===== config.mk =====
export PLATFORM = sky130hd
export DESIGN_NAME = cal_bcd_top
export DESIGN_NICKNAME = d
export VERILOG_FILES = /design/src/rtl/cal_pkg.sv /design/src/rtl/cal_ctrl.sv /design/src/rtl/cal_datapath.sv /design/src/rtl/cal_bcd_top.sv
export SDC_FILE = /design/constraint.sdc
export NUM_CORES = 1
export LEC_CHECK = 0
export BUFFER_PORTS_ARGS = -buffer_cell sky130_fd_sc_hd__buf_2
export CORE_MARGIN = 2
export CORE_UTILIZATION = 40
export CTS_CLUSTER_DIAMETER = 80
export CTS_CLUSTER_SIZE = 10
export DETAILED_ROUTE_END_ITERATION = 8
export PLACE_DENSITY_LB_ADDON = 0.05
export SETUP_SLACK_MARGIN = 0.5
export SYNTH_ARGS = -nofsm -noshare
export SYNTH_HDL_FRONTEND = slang
export SYNTH_HIERARCHICAL = 1
export SYNTH_SLANG_ARGS = --single-unit

===== constraint.sdc =====
create_clock -name clk -period 3 [get_ports clk]
set_input_delay 0.45 -clock clk [delete_from_list [all_inputs] [get_ports clk]]
set_output_delay 0.45 -clock clk [all_outputs]
set_load 0.01 [all_outputs]

===== src/rtl/cal_pkg.sv =====
package cal_pkg;
  typedef struct packed {
    logic advance;
    logic load;
  } calStrobes_t;

  localparam int TIME_W = 22;
  localparam int DATE_W = 24;

  function automatic logic [7:0] bcdInc(input logic [7:0] v);
    if (v[3:0] == 4'h9) bcdInc = {v[7:4] + 4'h1, 4'h0};
    else bcdInc = {v[7:4], v[3:0] + 4'h1};
  endfunction

  function automatic logic isLeap(input logic [7:0] yr);
    if (yr[4]) isLeap = (yr[3:0] == 4'h2) || (yr[3:0] == 4'h6);
    else isLeap = (yr[3:0] == 4'h0) || (yr[3:0] == 4'h4) || (yr[3:0] == 4'h8);
  endfunction

  function automatic logic [7:0] lastDay(input logic [7:0] mon, input logic [7:0] yr);
    case (mon)
      8'h02: lastDay = isLeap(yr) ? 8'h29 : 8'h28;
      8'h04, 8'h06, 8'h09, 8'h11: lastDay = 8'h30;
      default: lastDay = 8'h31;
    endcase
  endfunction
endpackage


===== src/rtl/cal_ctrl.sv =====
module cal_ctrl
  import cal_pkg::*;
#(
  parameter int ASYNC_W = 7,
  parameter int SYNC_W  = 15
) (
  input  logic               clk,
  input  logic               rstN,
  input  logic               initMode,
  input  logic               loadStrobe,
  input  logic [ASYNC_W-1:0] asyncDiv,
  input  logic [SYNC_W-1:0]  syncDiv,
  output calStrobes_t        strobes,
  output logic               secTick
);
  logic [ASYNC_W-1:0] asyncCnt;
  logic [SYNC_W-1:0]  syncCnt;
  logic asyncLast, syncLast;

  assign asyncLast = asyncCnt >= asyncDiv;
  assign syncLast  = syncCnt >= syncDiv;

  always_comb begin
    strobes.advance = !initMode && asyncLast && syncLast;
    strobes.load    = initMode && loadStrobe;
  end

  always_ff @(posedge clk or negedge rstN) begin
    if (!rstN) begin
      asyncCnt <= '0;
      syncCnt  <= '0;
      secTick  <= 1'b0;
    end else begin
      secTick <= strobes.advance;
      if (initMode) begin
        asyncCnt <= '0;
        syncCnt  <= '0;
      end else if (asyncLast) begin
        asyncCnt <= '0;
        syncCnt  <= syncLast ? '0 : syncCnt + 1'b1;
      end else begin
        asyncCnt <= asyncCnt + 1'b1;
      end
    end
  end
endmodule


===== src/rtl/cal_datapath.sv =====
module cal_datapath
  import cal_pkg::*;
(
  input  logic              clk,
  input  logic              rstN,
  input  calStrobes_t       strobes,
  input  logic [TIME_W-1:0] timeLoad,
  input  logic [DATE_W-1:0] dateLoad,
  output logic [TIME_W-1:0] timeWord,
  output logic [DATE_W-1:0] dateWord,
  output logic              initDone
);
  logic [7:0] sec, min, hour, day, month, year;
  logic [2:0] wday;
  logic cMin, cHour, cDay, cMon, cYear;
  logic [7:0] yearN;

  always_comb begin
    cMin  = sec == 8'h59;
    cHour = cMin && (min == 8'h59);
    cDay  = cHour && (hour == 8'h23);
    cMon  = cDay && (day == lastDay(month, year));
    cYear = cMon && (month == 8'h12);
    yearN = (year == 8'h99) ? 8'h00 : bcdInc(year);
  end

  always_ff @(posedge clk or negedge rstN) begin
    if (!rstN) begin
      sec <= 8'h00; min <= 8'h00; hour <= 8'h00;
      day <= 8'h01; month <= 8'h01; wday <= 3'd1; year <= 8'h00;
      initDone <= 1'b0;
    end else if (strobes.load) begin
      sec   <= {1'b0, timeLoad[6:0]};
      min   <= {1'b0, timeLoad[14:8]};
      hour  <= {2'b0, timeLoad[21:16]};
      day   <= {2'b0, dateLoad[5:0]};
      month <= {3'b0, dateLoad[12:8]};
      wday  <= dateLoad[15:13];
      year  <= dateLoad[23:16];
      initDone <= dateLoad[23:16] != 8'h00;
    end else if (strobes.advance) begin
      sec <= cMin ? 8'h00 : bcdInc(sec);
      if (cMin) min <= cHour ? 8'h00 : bcdInc(min);
      if (cHour) hour <= cDay ? 8'h00 : bcdInc(hour);
      if (cDay) begin
        day  <= cMon ? 8'h01 : bcdInc(day);
        wday <= (wday == 3'd7) ? 3'd1 : wday + 3'd1;
      end
      if (cMon) month <= cYear ? 8'h01 : bcdInc(month);
      if (cYear) begin
        year     <= yearN;
        initDone <= yearN != 8'h00;
      end
    end
  end

  assign timeWord = {hour[5:0], 1'b0, min[6:0], 1'b0, sec[6:0]};
  assign dateWord = {year, wday, month[4:0], 2'b00, day[5:0]};
endmodule


===== src/rtl/cal_bcd_top.sv =====
module cal_bcd_top
  import cal_pkg::*;
#(
  parameter int ASYNC_W = 7,
  parameter int SYNC_W  = 15,
  localparam int ASYNC_LSB = 16,
  localparam int PRESC_W = ASYNC_LSB + ASYNC_W
) (
  input  logic               clk,
  input  logic               rstN,
  input  logic               initMode,
  input  logic [PRESC_W-1:0] prescWord,
  input  logic [TIME_W-1:0]  timeLoad,
  input  logic [DATE_W-1:0]  dateLoad,
  input  logic               loadStrobe,
  output logic [TIME_W-1:0]  timeWord,
  output logic [DATE_W-1:0]  dateWord,
  output logic               secTick,
  output logic               initDone
);
  calStrobes_t strobes;
  logic [ASYNC_LSB-1:0] unusedGap;
  assign unusedGap = prescWord[ASYNC_LSB-1:0];

  cal_ctrl #(.ASYNC_W(ASYNC_W), .SYNC_W(SYNC_W)) ctrl (
    .clk(clk), .rstN(rstN), .initMode(initMode), .loadStrobe(loadStrobe),
    .asyncDiv(prescWord[PRESC_W-1:ASYNC_LSB]),
    .syncDiv(unusedGap[SYNC_W-1:0]),
    .strobes(strobes), .secTick(secTick)
  );

  cal_datapath datapath (
    .clk(clk), .rstN(rstN), .strobes(strobes),
    .timeLoad(timeLoad), .dateLoad(dateLoad),
    .timeWord(timeWord), .dateWord(dateWord), .initDone(initDone)
  );
endmodule


**Yosys cells after proc, flatten, opt, wreduce, memory -nomap -nowiden**

Cells that the tools add are included.

- $add $sub $neg: 15
- $lt $le $gt $ge: 2
- Equality and inequality tests: 22
- Multiplexer cells: 45
- Reductions and logical operators: 37

Operator list:

| cell | count |
|---|---|
| 8-bit two-way mux | 29 |
| 4-bit by 1-bit adder with 4-bit output, second input constant | 12 |
| 15-bit two-way mux | 3 |
| 4-bit equality test, second input constant | 7 |
| 8-bit by 3-bit equality test with 1-bit output, second input constant | 2 |
| 8-bit by 5-bit equality test with 1-bit output, second input constant | 2 |
| 8-bit by 7-bit equality test with 1-bit output, second input constant | 2 |
| 8-bit one-hot mux with 2 select lines | 1 |
| 8-bit nonzero test | 2 |
| 15-bit by 1-bit adder with 15-bit output, second input constant | 1 |
| 15-bit >= comparator | 1 |
| 3-bit nonzero test | 5 |
| 7-bit two-way mux | 2 |
| 2-bit nonzero test | 7 |
| 3-bit two-way mux | 4 |
| 2-bit AND reduction | 6 |
| 3-bit AND reduction | 4 |
| 4-bit by 3-bit equality test with 1-bit output, second input constant | 2 |
| 8-bit by 2-bit equality test with 1-bit output, second input constant | 1 |
| 8-bit by 4-bit equality test with 1-bit output, second input constant | 1 |
| 8-bit by 6-bit equality test with 1-bit output, second input constant | 1 |
| 8-bit equality test | 1 |
| 8-bit equality test, second input constant | 1 |
| 7-bit by 1-bit adder with 7-bit output, second input constant | 1 |
| other kinds (10) | 23 |

- Bits in registers: 75
- Input bits: 73
- Output and inout bits: 48
- Logic and storage cells: 137

**Longest topological paths before layout**

Gate-level depths: netlist of run 1.

- Depth after elaboration: 14
- Gate-level depth with buffers: 14

**Hierarchy**

The synthesis of run 1 kept the hierarchy.

By module, submodules not included:

| module | instances | cells each | area each (um2) |
|---|---|---|---|
| cal_datapath | 1 | 444 | 3804.9 |
| cal_ctrl | 1 | 194 | 1746.7 |

**Least setup slack after synthesis of run 1**

No wires, ideal clock.

- Path type: input -> register
- Start point: in prescWord[16]
- End point: reg datapath.sec[4]
- Setup time: 0.125 ns
- Arrival time: 2.700 ns
- Required time: 2.875 ns
- Setup slack: 0.175 ns
- Stages: 9
- Buffers on the path: 2
- Cells stage by stage: ha_1 > nand2b_4 > a211o_1 > a211o_1 > and3b_1 > clkbuf_1 > clkbuf_1 > a21oi_1 > mux2_2

RTL lines:

| element | line | text |
|---|---|---|
| start: declaration | cal_bcd_top.sv:12 | `input logic [PRESC_W-1:0] prescWord,` |
| end signal: assignment | cal_datapath.sv:33 | `sec <= {1'b0, timeLoad[6:0]};` |
| end signal: assignment | cal_datapath.sv:42 | `sec <= cMin ? 8'h00 : bcdInc(sec);` |
| end: declaration | cal_datapath.sv:13 | `logic [7:0] sec, min, hour, day, month, year;` |

==> results.md, run 1 <==
- CP endpoint: datapath/min[3]$_DFFE_PN0P_
- Layout cells sized above 1: 0.387
- Run status: finished, final reports clean
- Avg Synthesized Cell Area: 8.70 sq um
- Clock network latency to the later pin of the worst-skew pair: 0.34 ns
- Total power density per cell area: 469 nW/um^2
- Slew Limit Headroom: 0.579
- Top_reg_cell synth: sky130_fd_sc_hd__dfrtp_1
- Global routing met3 resource utilization: 0.0300
- Post-route fraction of the period consumed by the critical path: 0.867
- DR DRC count: 0
- Highest ir drop seen on vdd: 0.219 mV
- Count of endpoints failing hold in the final timing report: 0
- CTS Hold Buffers Added: 0
- Area growth, synth to finish: 32.6%
- Number of nets in the layout: 895
- 1st-pass router iterations: 4
- Netlist area before placement: 5550 sq um
- Core box area: 13700 sq um
- Unrepaired setup endpoints after global routing: true
- Height of the chip: 122 microns
- Async SR Flop Fraction: 1.00
- Maximum number of pins on one net before global-route repair: 76
- Placed standard-cell area: 6210 sq um
- Kind of end point of the critical path: flip-flop
- Post-DR vias/cell: 5.24
- Number of enable-type register cells in the synthesized netlist: 0
- Worst-case clock skew: 0.00590 ns
- Flip-flop and latch count after synthesis: 75
- Overflow after GRT: 0
- Number of instances in the placed design: 899
- Largest driver fanout on the critical path: 7
- Clock sinks: 75
- Area taken by multi-input logic gates: 3580 sq um
- Root buf cell: sky130_fd_sc_hd__clkbuf_16
- Count of pins over their slew limit: 0
- Effective utilization at floorplan: 0.405
- Buffers on Ports: 111
- Clock H-tree levels: 3
- Number of fill cells in the layout: 1308
- Clock edge transition at the registers on the reported setup and hold paths: 0.06 ns
- Final Worst Setup Slack: 0.400 ns
- Post-DP HPWL: 9750 microns
- WL per Instance: 15.1 microns
- Number of buffers on the longest clock path: 2
- Routability congestion estimate from global placement: 0.794
- DRC violation total after the first TritonRoute iteration: 190
- Via Count: 5034
- Pre-CTS setup slack: -0.0503 ns
- Placement row count: 43
- Type of the most critical hold path: in -> async
- Met1 Resource Use GR: 0.266
- Data required time at the worst endpoint: 3.23 ns
- Busiest layer in global routing: met2
- N_diodes: 0
- Number of buffers inserted during clock tree synthesis: 9
- Final critical-path required period: 2.60 ns
- Highest attainable clock frequency: 385 MHz
- R2r worst-path depth: 11
- Top-Level Pins: 121
- Post-route cell area: 7360 sq um
- Unique masters post-synth: 73
- Worst setup path category: reg -> reg
- CTS tree: done
- Setup TNS after final layout: 0 ns
- Type of element launching the critical path: flip-flop
- Number of antenna violations at the first check in global routing: 0
- Data arrival time of the worst path: 2.83 ns
- Wire length of the first global-routing pass: 23500 microns
- GRT Total Usage: 0.200
- Sequential cell area fraction in the yosys report: 0.339
- Pin slew with the least headroom to its limit: 0.631 ns
- Final std cells w/o fill: 961
- Register-to-register setup slack: 0.40 ns
- Number of failing setup endpoints in the final timing report: 0
- Static leakage power: 3.34 nW
- Met2 track demand over resource: 0.326
- Capture instance of the worst register-to-register path: datapath/min[3]$_DFFE_PN0P_
- Worst setup startpoint: ctrl/asyncCnt[0]$_DFF_PN0_
- Die Wd: 122 microns
- Final WL: 14500 microns
- Warnings from Yosys: 6
- Vias in the first global route: 4976
- Overall die area: 14800 sq um
- Max-cap violations: 0
- DRT antenna net count: 0
- Number of standard cells after synthesis: 638
- R2r startpoint: ctrl/asyncCnt[0]$_DFF_PN0_
- Seq. cell area: 1890 sq um
[placed cells by master (no fill, tap or decap), types with 6 or more instances in the layout]
| cell | netlist | layout |
|---|---|---|
| sky130_fd_sc_hd__ha_4 | 0 | 6 |
| sky130_fd_sc_hd__a21oi_1 | 41 | 30 |
| sky130_fd_sc_hd__o21ai_2 | 11 | 16 |
| sky130_fd_sc_hd__o21ai_1 | 4 | 16 |
| sky130_fd_sc_hd__nand4_1 | 13 | 13 |
| sky130_fd_sc_hd__nor3_1 | 12 | 10 |
| sky130_fd_sc_hd__clkbuf_16 | 0 | 9 |
| sky130_fd_sc_hd__xor2_1 | 12 | 12 |
| sky130_fd_sc_hd__nor2_1 | 43 | 37 |
| sky130_fd_sc_hd__o31ai_1 | 7 | 7 |
| sky130_fd_sc_hd__buf_2 | 1 | 110 |
| sky130_fd_sc_hd__inv_1 | 44 | 43 |
| sky130_fd_sc_hd__nand3b_1 | 6 | 6 |
| sky130_fd_sc_hd__o21ai_0 | 44 | 26 |
| sky130_fd_sc_hd__xnor2_1 | 12 | 12 |
| sky130_fd_sc_hd__buf_6 | 2 | 23 |
| sky130_fd_sc_hd__a211oi_1 | 12 | 10 |
| sky130_fd_sc_hd__nor2b_1 | 7 | 6 |
| sky130_fd_sc_hd__a31oi_1 | 7 | 6 |
| sky130_fd_sc_hd__dfrtp_2 | 0 | 9 |
| sky130_fd_sc_hd__a21oi_2 | 1 | 8 |
| sky130_fd_sc_hd__dfrtp_1 | 72 | 63 |
| sky130_fd_sc_hd__ha_1 | 46 | 40 |
| sky130_fd_sc_hd__nand2_1 | 66 | 60 |
| sky130_fd_sc_hd__nand3_1 | 17 | 14 |
| sky130_fd_sc_hd__buf_4 | 37 | 46 |
[through the flow]
step	hold WS [ns]	utilization	total power [mW]
2_1_floorplan	0.154	-	2.02
3_3_place_gp	0.469	0.453	2.20
3_5_place_dp	0.473	0.453	2.23
4_1_cts	0.156	0.508	3.39
5_1_grt	0.174	0.537	3.68
6_report	0.123	0.537	3.45
[final cells by class]
cell class                      count  area share
Clock buffer                       15      0.0391
Inverter                           45      0.0233
Clock inverter                      1    0.000680
Sequential cell                    75       0.257
Tap cell                          180      0.0306
Multi-Input combinational cell    464       0.487
Timing Repair Buffer              181       0.162
[kinds of logic after synthesis]
logic type / synth area share
other cells: 0.000675
fa+ha+maj: 0.104
buf+inv: 0.0989
xor+xnor: 0.0379
flops: 0.339
simple gates: 0.202
mux: 0.0192
compound gates: 0.199
[synthesized netlist by cell type (6+ instances only)]
| cell type | count | share of area |
|---|---|---|
| sky130_fd_sc_hd__nand3_1 | 17 | 0.015 |
| sky130_fd_sc_hd__o21ai_2 | 11 | 0.017 |
| sky130_fd_sc_hd__nand4_1 | 13 | 0.015 |
| sky130_fd_sc_hd__dfrtp_1 | 72 | 0.32 |
| sky130_fd_sc_hd__inv_1 | 44 | 0.030 |
| sky130_fd_sc_hd__a21oi_1 | 41 | 0.037 |
| sky130_fd_sc_hd__and2_1 | 6 | 0.0068 |
| sky130_fd_sc_hd__nor2b_1 | 7 | 0.0079 |
| sky130_fd_sc_hd__nor4_1 | 6 | 0.0068 |
| sky130_fd_sc_hd__nand3b_1 | 6 | 0.0081 |
| sky130_fd_sc_hd__or3_1 | 7 | 0.0079 |
| sky130_fd_sc_hd__xnor2_1 | 12 | 0.019 |
| sky130_fd_sc_hd__ha_1 | 46 | 0.10 |
| sky130_fd_sc_hd__nor3b_1 | 6 | 0.0081 |
| sky130_fd_sc_hd__nand2_1 | 66 | 0.045 |
| sky130_fd_sc_hd__o21ai_0 | 44 | 0.040 |
| sky130_fd_sc_hd__buf_4 | 37 | 0.050 |
| sky130_fd_sc_hd__a31oi_1 | 7 | 0.0079 |
| sky130_fd_sc_hd__clkbuf_1 | 14 | 0.0095 |
| sky130_fd_sc_hd__xor2_1 | 12 | 0.019 |
| sky130_fd_sc_hd__nor2_1 | 43 | 0.029 |
| sky130_fd_sc_hd__nor3_1 | 12 | 0.011 |
| sky130_fd_sc_hd__o31ai_1 | 7 | 0.0095 |
| sky130_fd_sc_hd__a211oi_1 | 12 | 0.016 |
[critical path: stages (launching register included)]
cell and delay, ns:
sky130_fd_sc_hd__dfrtp_1 0.34, sky130_fd_sc_hd__inv_1 0.05, sky130_fd_sc_hd__ha_1 0.26, sky130_fd_sc_hd__nand2b_4 0.13, sky130_fd_sc_hd__a211o_1 0.27, sky130_fd_sc_hd__a211o_1 0.33
sky130_fd_sc_hd__and3b_4 0.26, sky130_fd_sc_hd__buf_6 0.15, sky130_fd_sc_hd__buf_6 0.13, sky130_fd_sc_hd__a21oi_1 0.31, sky130_fd_sc_hd__o21ai_0 0.14, sky130_fd_sc_hd__o311ai_0 0.11
[metal layers]
metal | vias up | wire [microns]
met3 | 17 | 571
met2 | 91 | 6900
li1 | 2499 | -
met1 | 2427 | 6780
met5 | - | 0
met4 | 0 | 276
[sequential cells by signal, summed over array words and instances, names as in the netlist, 3 cells and up]
signal	cells
ctrl/syncCnt	15
datapath/day	8
datapath/hour	8
datapath/min	8
datapath/month	8
datapath/sec	8
datapath/year	8
ctrl/asyncCnt	7
datapath/wday	3
[where the power goes]
group	total, mW	leakage [nW]	switching (mW)	internal (mW)
Sequential	1.37	0.923	0.213	1.16
Combinational	0.999	2.27	0.537	0.463
Clock	1.08	0.146	0.428	0.651
Total	3.45	3.34	1.18	2.27
[worst min path at each step]
stage                                from                           to  slack [ns]  depth (start not counted)
6_report                             rstN  datapath/min[4]$_DFFE_PN0P_        0.12                          2
5_1_grt                              rstN  datapath/min[4]$_DFFE_PN0P_        0.17                          2
4_1_cts                              rstN  datapath/min[5]$_DFFE_PN0P_        0.16                          2
3_5_place_dp   ctrl/asyncCnt[0]$_DFF_PN0_   ctrl/asyncCnt[0]$_DFF_PN0_        0.47                          1
3_3_place_gp   ctrl/asyncCnt[0]$_DFF_PN0_   ctrl/asyncCnt[0]$_DFF_PN0_        0.47                          1
2_1_floorplan                        rstN   ctrl/asyncCnt[0]$_DFF_PN0_        0.15                          0
[repair_timing]
item                                    4_1_cts  5_1_grt
pin swaps                                    31       30
gates cloned                                  1        0
gates resized for setup                      54       73
setup buffers                                34       11
endpoints found under the setup margin       52       52
No activity file was read; power rests on OpenSTA's default activity.
==> run 2: changes to the inputs <==
==> constraint.sdc (replaced) <==
create_clock -name clk -period 2.15 [get_ports clk]
set_input_delay 0.3225 -clock clk [delete_from_list [all_inputs] [get_ports clk]]
set_output_delay 0.3225 -clock clk [all_outputs]
set_load 0.01 [all_outputs]
==> run 2 against run 1 <==
  * The run now ends with setup timing left
  * Count of clock-buffer cells in the layout shrank 4
  * First-iteration DRC count grew 63%
  * Utilization grew 5.4 points
  * Total power grew 50%
  * Clock power grew 43%
  * Cell count grew 9.6%
  * Global-route usage grew 0.97 points
  * Final area grew 10%
  * Sequential cell count is the same
  * Clock skew grew 0.0045 ns
  * Highest routed layer unchanged
==> results.md, run 2 (synthesis results as in run 1) <==
- Post-route fraction of the period consumed by the critical path: 1.18 (+0.317)
- Vias in the first global route: 5270 (+5.9%)
- Count of endpoints failing hold in the final timing report: 0 (unchanged)
- N_diodes: 0 (unchanged)
- Unrepaired setup endpoints after global routing: true
- Highest ir drop seen on vdd: 0.482 mV (+120%)
- Height of the chip: 122 microns (unchanged)
- Routability congestion estimate from global placement: 0.826 (+4.0%)
- DRC violation total after the first TritonRoute iteration: 309 (+63%)
- Final std cells w/o fill: 1053 (+9.6%)
- GRT Total Usage: 0.210 (+0.00970)
- Type of element launching the critical path: flip-flop
- CP peak stage delay: 0.35 ns (about the same)
- 1st-pass router iterations: 5 (+1)
- Clock network latency to the later pin of the worst-skew pair: 0.34 ns (about the same)
- Overall die area: 14800 sq um (unchanged)
- Critical Path, Cell by Cell: inv_1 -> ha_1 -> nand2b_4 -> a211o_1 -> a211o_1 -> and3b_2 -> buf_6 -> buf_6 -> a21oi_4 -> nor2b_4 -> nand4_1 -> xor2_1 -> nor2_1
- DRT antenna net count: 0 (unchanged)
- Post-DR vias/cell: 5.06 (-3.5%)
- Final critical-path required period: 2.55 ns (-0.0543 ns)
- Worst-case clock skew: 0.0104 ns (+0.00448 ns)
- Failing checks: setup timing
- Setup TNS after final layout: -19.01 ns (-19.01 ns)
- Area growth, synth to finish: 45.9%
- Number of buffers on the longest clock path: 2 (unchanged)
- Wire length of the first global-routing pass: 24800 microns (+5.3%)
- Final WL: 15000 microns (+3.6%)
- Category of cells accounting for the largest share of critical-path delay: compound AO/OA/AOI/OAI gates
- Count of pins over their slew limit: 0 (unchanged)
- Static leakage power: 3.83 nW (+15%)
- Number of failing setup endpoints in the final timing report: 67 (+67)
- Clock edge transition at the registers on the reported setup and hold paths: 0.06 ns (about the same)
- Buffers on Ports: 111 (unchanged)
- Number of flip-flops in the largest register: 15 (unchanged)
- Number of nets in the layout: 987 (+10%)
- Post-DP HPWL: 11100 microns (+14%)
- Clock H-tree levels: 3 (unchanged)
- Overflow after GRT: 0 (unchanged)
- Final Worst Setup Slack: -0.396 ns (-0.796 ns)
- Number of buffers inserted during clock tree synthesis: 9 (unchanged)
- Data arrival time of the worst path: 2.78 ns (-0.05 ns)
- Number of instances in the placed design: 1007 (+12%)
- Number of antenna violations at the first check in global routing: 0 (unchanged)
- Max-cap violations: 0 (unchanged)
- Via Count: 5325 (+5.8%)
- Post-route cell area: 8100 sq um (+10%)
- Top-Level Pins: 121 (unchanged)
- Data required time at the worst endpoint: 2.38 ns (-0.85 ns)
- Core box area: 13700 sq um (unchanged)
- Largest driver fanout on the critical path: 5 (-2)
- Most common cell after layout, fill and taps aside: sky130_fd_sc_hd__buf_4
- CTS tree: done
- Master of the slowest instance on the critical path: sky130_fd_sc_hd__dfrtp_1
- Placement row count: 43 (unchanged)
- Run status: complete, but fails checks
- Highest attainable clock frequency: 393 MHz (+2.1%)
- Kind of end point of the critical path: flip-flop
- Layout cells sized above 1: 0.452 (+0.0658)
- Clock sinks: 75 (unchanged)
- Commonest non-fill, non-tap cells in the layout: sky130_fd_sc_hd__buf_4, sky130_fd_sc_hd__buf_2, sky130_fd_sc_hd__dfrtp_1, sky130_fd_sc_hd__nand2_1
- Top register by number of flip-flops: ctrl/syncCnt
- DR DRC count: 0 (unchanged)
- Maximum number of pins on one net before global-route repair: 44 (-42%)
- Worst setup path category: reg -> reg
- Effective utilization at floorplan: 0.405 (unchanged)
- Root buf cell: sky130_fd_sc_hd__clkbuf_16
- Placed standard-cell area: 7120 sq um (+15%)
- Die Wd: 122 microns (unchanged)
- Type of the most critical hold path: in -> reg
- Bufs and invs on worst path: 3 (unchanged)
- Number of fill cells in the layout: 1263 (-3.4%)
- Total power density per cell area: 638 nW/um^2 (+36%)
- Core utilization of the finished layout: 0.590 (+0.0537)
- WL per Instance: 14.3 microns (-5.5%)
==> run 2: final cells by class <==
| type | count | area [sq um] | area share |
|---|---|---|---|
| Clock buffer | 11 | 243 | 0.0300 |
| Tap cell | 180 | 225 | 0.0278 |
| Multi-Input combinational cell | 464 | 3580 | 0.442 |
| Timing Repair Buffer | 273 | 1950 | 0.240 |
| Inverter | 45 | 174 | 0.0215 |
| Clock inverter | 5 | 52.6 | 0.00649 |
| Sequential cell | 75 | 1880 | 0.232 |
==> run 2: routing by layer <==
metal	vias up	routed length, microns	GRT usage
li1	2692	-	-
met1	2524	6950	0.284
met2	98	7290	0.348
met3	11	623	0.0309
met4	0	183	0.0618
met5	-	0	0
==> run 2: path summary, 6_finish.rpt <==
kind	startpoint	to	slack [ns]	depth (start not counted)
max	ctrl/asyncCnt[0]$_DFF_PN0_	datapath/hour[7]$_DFFE_PN0P_	-0.40	13
min in group asynchronous	rstN	datapath/year[1]$_DFFE_PN0P_	0.47	2
max reg2reg	ctrl/asyncCnt[0]$_DFF_PN0_	datapath/hour[7]$_DFFE_PN0P_	-0.40	13
min reg2reg	datapath/day[7]$_DFFE_PN0P_	datapath/day[7]$_DFFE_PN0P_	0.53	1
min	dateLoad[8]	datapath/month[0]$_DFFE_PN1P_	0.19	3
max in group asynchronous	rstN	ctrl/syncCnt[14]$_DFFE_PN0P_	1.10	3
==> run 2: power breakdown <==
part	internal (mW)	switching (mW)	total (mW)
Sequential	1.62	0.172	1.79
Clock	0.925	0.614	1.54
Combinational	0.928	0.912	1.84
Total	3.47	1.70	5.17
==> run 2: through the flow <==
stage / hold WS, ns / power, mW / worst slack (ns)
3_3_place_gp: 0.303 / 3.47 / -0.515
3_5_place_dp: 0.298 / 3.51 / -0.580
4_1_cts: 0.169 / 5.15 / -0.490
6_report: 0.189 / 5.17 / -0.396
2_1_floorplan: 0.0269 / 2.86 / -0.385
5_1_grt: 0.197 / 5.52 / -0.584
==> run 2: repair_timing <==
action / 4_1_cts / 5_1_grt
pin swaps: 23 / 23
resized for setup: 61 / 44
hold buffers: 1 / 0
setup buffers: 20 / 9
endpoints found under the hold margin: 25 / 0
endpoints found under the setup margin: 75 / 75
==> run 2: worst reg2reg max path: cells and delay by family (launching register included) <==
kind / cells / cell delay [ns]
compound gates: 3 / 0.76
simple gates: 5 / 0.60
flops: 1 / 0.35
buf+inv: 3 / 0.32
fa+ha+maj: 1 / 0.27
xor+xnor: 1 / 0.14
